$ cat config.mk
export PLATFORM = sky130hd
export DESIGN_NAME = pcg_top
export DESIGN_NICKNAME = d
export VERILOG_FILES = /design/src/rtl/pcg_pkg.sv /design/src/rtl/pcg_sync.sv /design/src/rtl/pcg_group.sv /design/src/rtl/pcg_top.sv
export SDC_FILE = /design/constraint.sdc
export NUM_CORES = 1
export LEC_CHECK = 0
export ABC_AREA = 1
export CAP_MARGIN = 20
export CORE_ASPECT_RATIO = 0.6
export CORE_MARGIN = 2
export CORE_UTILIZATION = 35
export DETAILED_ROUTE_END_ITERATION = 12
export DONT_BUFFER_PORTS = 1
export GPL_ROUTABILITY_DRIVEN = 1
export HOLD_SLACK_MARGIN = 0.1
export SLEW_MARGIN = 20
export SYNTH_ARGS = -nofsm -noshare
export SYNTH_HDL_FRONTEND = slang
export SYNTH_SLANG_ARGS = --single-unit
$ cat constraint.sdc
create_clock -name clk -period 1.36 [get_ports clk]
set_input_delay 0.068 -clock clk [delete_from_list [all_inputs] [get_ports clk]]
set_output_delay 0.068 -clock clk [all_outputs]
set_load 0.01 [all_outputs]
$ cat src/rtl/pcg_pkg.sv
package pcg_pkg;
    typedef enum logic {
        FLG_IDLE = 1'b0,
        FLG_PEND = 1'b1
    } flag_state_e;

    localparam int ADDR_FLAG = 0;
    localparam int ADDR_EN   = 1;
    localparam int ADDR_MASK = 2;
endpackage

$ cat src/rtl/pcg_sync.sv
module pcg_sync #(
    parameter int W = 8
) (
    input  logic         clk,
    input  logic         rst_n,
    input  logic [W-1:0] pin_i,
    output logic [W-1:0] change_o
);
    logic [W-1:0] meta_q;
    logic [W-1:0] sync_q;
    logic [W-1:0] prev_q;

    always_ff @(posedge clk or negedge rst_n) begin
        if (!rst_n) begin
            meta_q <= '0;
            sync_q <= '0;
            prev_q <= '0;
        end else begin
            meta_q <= pin_i;
            sync_q <= meta_q;
            prev_q <= sync_q;
        end
    end

    assign change_o = sync_q ^ prev_q;
endmodule

$ cat src/rtl/pcg_group.sv
module pcg_group
    import pcg_pkg::*;
#(
    parameter int W = 8
) (
    input  logic         clk,
    input  logic         rst_n,
    input  logic [W-1:0] change_i,
    input  logic [W-1:0] mask_i,
    input  logic         clr_i,
    output logic         flag_o
);
    flag_state_e state_q, state_d;
    logic        hit;

    assign hit = |(change_i & mask_i);

    always_ff @(posedge clk or negedge rst_n) begin
        if (!rst_n) state_q <= FLG_IDLE;
        else        state_q <= state_d;
    end

    always_comb begin
        state_d = state_q;
        unique case (state_q)
            FLG_IDLE: if (hit)            state_d = FLG_PEND;
            FLG_PEND: if (clr_i && !hit)  state_d = FLG_IDLE;
            default:                      state_d = FLG_IDLE;
        endcase
    end

    always_comb begin
        flag_o = (state_q == FLG_PEND);
    end


    set_on_hit_chk: assert property (@(posedge clk) disable iff (!rst_n)
        hit |=> (state_q == FLG_PEND));


    clear_on_ack_chk: assert property (@(posedge clk) disable iff (!rst_n)
        (clr_i && !hit) |=> (state_q == FLG_IDLE));


    set_wins_chk: assert property (@(posedge clk) disable iff (!rst_n)
        (clr_i && hit) |=> flag_o);
endmodule

$ cat src/rtl/pcg_top.sv
module pcg_top
    import pcg_pkg::*;
#(
    parameter int N_PINS = 27,
    parameter int GRP_W  = 8,
    parameter int ADDR_W = 3,
    parameter int N_GRP  = (N_PINS + GRP_W - 1) / GRP_W
) (
    input  logic              clk,
    input  logic              rst_n,
    input  logic [N_PINS-1:0] pin_i,
    input  logic              gie_i,
    input  logic [N_GRP-1:0]  ack_i,
    input  logic [ADDR_W-1:0] bus_sel_i,
    input  logic              bus_we_i,
    input  logic [GRP_W-1:0]  bus_wdata_i,
    output logic [GRP_W-1:0]  bus_rdata_o,
    output logic [N_GRP-1:0]  irq_o
);
    localparam int N_ADDR = 1 << ADDR_W;

    logic [N_PINS-1:0] change;
    logic [GRP_W-1:0]  mask_q [N_GRP];
    logic [N_GRP-1:0]  en_q;
    logic [N_GRP-1:0]  flag;
    logic [N_GRP-1:0]  clr;
    logic              wr_flag;
    logic              wr_en;

    assign wr_flag = bus_we_i && (bus_sel_i == ADDR_W'(ADDR_FLAG));
    assign wr_en   = bus_we_i && (bus_sel_i == ADDR_W'(ADDR_EN));

    pcg_sync #(.W(N_PINS)) u_sync (
        .clk      (clk),
        .rst_n    (rst_n),
        .pin_i    (pin_i),
        .change_o (change)
    );

    always_ff @(posedge clk or negedge rst_n) begin
        if (!rst_n)     en_q <= '0;
        else if (wr_en) en_q <= bus_wdata_i[N_GRP-1:0];
    end

    for (genvar g = 0; g < N_GRP; g++) begin : g_grp
        localparam int GW = (g == N_GRP - 1) ? (N_PINS - g * GRP_W) : GRP_W;
        localparam logic [GRP_W-1:0] LIVE = GRP_W'((1 << GW) - 1);

        logic wr_mask;
        assign wr_mask = bus_we_i && (bus_sel_i == ADDR_W'(ADDR_MASK + g));

        always_ff @(posedge clk or negedge rst_n) begin
            if (!rst_n)       mask_q[g] <= '0;
            else if (wr_mask) mask_q[g] <= bus_wdata_i & LIVE;
        end

        assign clr[g] = ack_i[g] | (wr_flag & bus_wdata_i[g]);

        pcg_group #(.W(GW)) u_grp (
            .clk      (clk),
            .rst_n    (rst_n),
            .change_i (change[g*GRP_W +: GW]),
            .mask_i   (mask_q[g][GW-1:0]),
            .clr_i    (clr[g]),
            .flag_o   (flag[g])
        );
    end

    assign irq_o = flag & en_q & {N_GRP{gie_i}};

    always_comb begin
        bus_rdata_o = '0;
        if (bus_sel_i == ADDR_W'(ADDR_FLAG)) bus_rdata_o[N_GRP-1:0] = flag;
        if (bus_sel_i == ADDR_W'(ADDR_EN))   bus_rdata_o[N_GRP-1:0] = en_q;
        for (int g = 0; g < N_GRP; g++) begin
            if ((ADDR_MASK + g < N_ADDR) && (bus_sel_i == ADDR_W'(ADDR_MASK + g)))
                bus_rdata_o = mask_q[g];
        end
    end


    no_irq_without_gie_chk: assert property (@(posedge clk) disable iff (!rst_n)
        !gie_i |-> (irq_o == '0));


    flag_reserved_zero_chk: assert property (@(posedge clk) disable iff (!rst_n)
        (bus_sel_i == ADDR_W'(ADDR_FLAG)) |-> (bus_rdata_o[GRP_W-1:N_GRP] == '0));


    ack_drops_irq_chk: assert property (@(posedge clk) disable iff (!rst_n)
        (ack_i[0] && change[GRP_W-1:0] == '0) |=> !irq_o[0]);
endmodule

==> run metrics <==
Post-synth EDFFs=0; Worst Hold Slack=-0.656 ns; Worst slew margin=74.0%; layout net count=~540; share of cells above drive strength 1=about 14%; Worst R2R Path Depth=3; WL final=roughly 9300 um; worst ir drop on vdd=878 uV; leading area contributor after synthesis=dfrtp_1; Internal=a little over 0.007 W; Max Clock Freq=722 MHz; DR vias/cell=4.57; CP endpoint=bus_rdata_o[0]; Layout Utilization=47.0%; pre-CTS WS=0.194 ns; Starting Density=roughly 36%; Pre-antenna DRT Iters=5; TNS Setup=-0.0256 ns; DIE WIDTH=around 150 um; Worst Skew=roughly 0.01 ns; Initial DRC Count=273; Placed Area=~4400 um2; Switch Pwr=0.00235 W; synthesized area=between 4000 and 5000 um2; run status=finished with violations; clk sinks=116; Antenna diodes=0; design area=approximately 5600 um2; Root Buffer=clkbuf_16; sequential share of power=a little over two fifths; TritonCTS clock tree=done; H-tree depth=4; Synth Flop Type=dfrtp_1; Post-synth top cells=127 x nand2_1, 116 x dfrtp_1, 40 x inv_1, 33 x nand3_1, 32 x nor2_1; GP Congestion=0.879; critical path type=reg2out; worst reg2reg path startpoint=mask_q[15]; # Max-Cap Violations=0; FF-to-FF setup slack=roughly 0.14 ns; Sw Ratio=between 20% and 30%; total number of vias=between 3000 and 4000; Mapped Avg Cell Area=approximately 10 um2; crit path DAT=between 1 and 1.5 ns; synthesized net count=approximately 460; total CTS buffers=17; clock latency on the worst-skew pair=around 0.42 ns; Max clock buf depth=2; setup violators final=1; gr ovfl total=0; largest net degree at the start of global routing=117; clock power share=approximately 48%; I/O Pins=58; count leader, synth=nand2_1; Worst Path Max Fanout=2; Worst EP required=approximately 1.3 ns; post-route ant nets=0; first-pass GRT wire length=between 15000 and 20000 um; Startpoint Class=flip-flop; core area=~12000 um2; Final HPWL DP=roughly 6200 um; Slew @ Worst Pin=0.389 ns; #FFs+latches synth=116; unrepaired setup endpoints after global routing=true; initial antenna violation count=0; Mapped Cells=between 400 and 500; Async SR Flop Fraction=100%; Tmin final=approximately 1.4 ns; largest cells by area after synthesis=dfrtp_1 68%, nand2_1 11%, nand3_1 3.9%, inv_1 3.5%, nor2_1 2.8%; post-synthesis sequential area ratio=68.1%; Final period util=102%; quantity of I/O buffers inserted on ports=0; Slew Limit Fails=0; clk slew on worst S/H paths=0.06 ns; worst hold path class=in2async; synth-to-layout area growth=32.1%; Total GRT Usage=between 10% and 20%; Leak=around 2.7 nW; post-synth top area share=68.1%; library cells used by synthesis=20; Final Hold Viols=between 100 and 150; Crit. End Element=output pin; Critical path origin=en_q[0]; failing checks=hold timing, setup timing; vias in the first global route=between 2000 and 3000; Power Density=around 1700 nW/um2; Cell Rows=31; Synth warnings=0; WL/cell=roughly 14 um; die height=between 80 and 90 um; DRC violation count after routing=0; post-route setup slack=-0.0256 ns; DIE AREA=13100 um2; Comb power frac=approximately 9.1%; reg2reg end=mask_q[15]
layout by cell type, fill, tap and decap left out:
cell	netlist	final
o21ai_0	4	4
a21oi_1	1	1
nor2_1	32	31
o21ai_2	8	8
inv_1	40	40
bufinv_16	0	2
nand2_4	2	2
or2_2	8	8
inv_2	4	4
dlygate4sd3_1	0	54
nand3_2	0	1
nor2_4	2	2
dfrtp_2	0	1
buf_4	0	5
clkinv_4	0	3
nor3_2	2	2
inv_6	0	4
nand3_1	33	32
o21ai_1	23	23
clkbuf_16	0	17
clkinvlp_4	0	3
nor2_2	1	2
clkbuf_8	0	3
nand3b_1	1	1
dfrtp_1	116	115
o22ai_1	1	1
nand2_2	3	3
nand2_1	127	127
nand4_1	6	6
through the flow:
| step | instances | hold WS, ns | total power [W] |
|---|---|---|---|
| after CTS | 665 | -0.677 | 0.00946 |
| after floorplan | 417 | -0.228 | 0.00449 |
| after detailed placement | 579 | -0.225 | 0.00471 |
| after global routing | 670 | -0.682 | 0.00987 |
| after global placement | 579 | -0.225 | 0.00469 |
| final | 670 | -0.656 | 0.00941 |
sequential cells by signal, summed over array words and instances, names as in the netlist:
signal,count
u_sync.prev_q,27
g_grp.u_grp.flag_o,4
mask_q,27
u_sync.sync_q,27
u_sync.meta_q,27
en_q,4
metal layers:
layer  track usage, %  wire length [um]
met2             20.8              3590
met3             6.38               890
met4             8.47               186
met1             22.8              4650
met5                0                 0
power groups by stage:
stage               clock (W)  sequential, W  combinational [W]
floorplan                   0        0.00399           0.000495
global placement            0        0.00408           0.000607
detailed placement          0        0.00409           0.000622
CTS                   0.00463        0.00403           0.000797
global route          0.00483        0.00406           0.000972
finish                0.00453        0.00403           0.000853
worst max-delay path, stage by stage (launching register included):
cell,delay [ns]
dfrtp_1,0.39
nand4_1,0.09
nand2_1,0.07
nor2_1,0.11
nand4_1,0.23
timing repair:
item | in CTS | in global routing
endpoints found under the hold margin | 178 | 136
setup buffers | 3 | 2
setup endpoints to repair | 2 | 18
hold buffers | 51 | 6
pin swaps | 0 | 7
gates resized for setup | 1 | 2
cell families after synthesis:
family / after synthesis / share of synthesized area, %
AO/OA/AOI/OAI: 37 / 5.07
buffers and inverters: 47 / 4.66
flip-flops: 116 / 68.1
AND/OR/NAND/NOR: 217 / 22.2
worst min-delay path by stage:
stage	startpoint	to	slack [ns]	depth (start not counted)
after CTS	rst_n	u_sync.meta_q[26]	-0.68	0
after global routing	rst_n	u_sync.sync_q[26]	-0.68	0
after global placement	rst_n	u_sync.sync_q[26]	-0.23	0
after detailed placement	rst_n	u_sync.meta_q[26]	-0.22	0
after floorplan	rst_n	en_q[0]	-0.23	0
final	rst_n	u_sync.meta_q[26]	-0.66	0
final cells by class:
| type | count | area, um2 |
|---|---|---|
| well taps | 165 | 206 |
| inverters | 44 | 165 |
| clock buffers | 20 | 467 |
| flip-flops and latches | 116 | 2900 |
| multi-input cells | 254 | 1170 |
| clock inverters | 12 | 144 |
| fillers | 1109 | 6350 |
| repair buffers | 59 | 578 |
No activity file was read; power rests on OpenSTA's default activity.
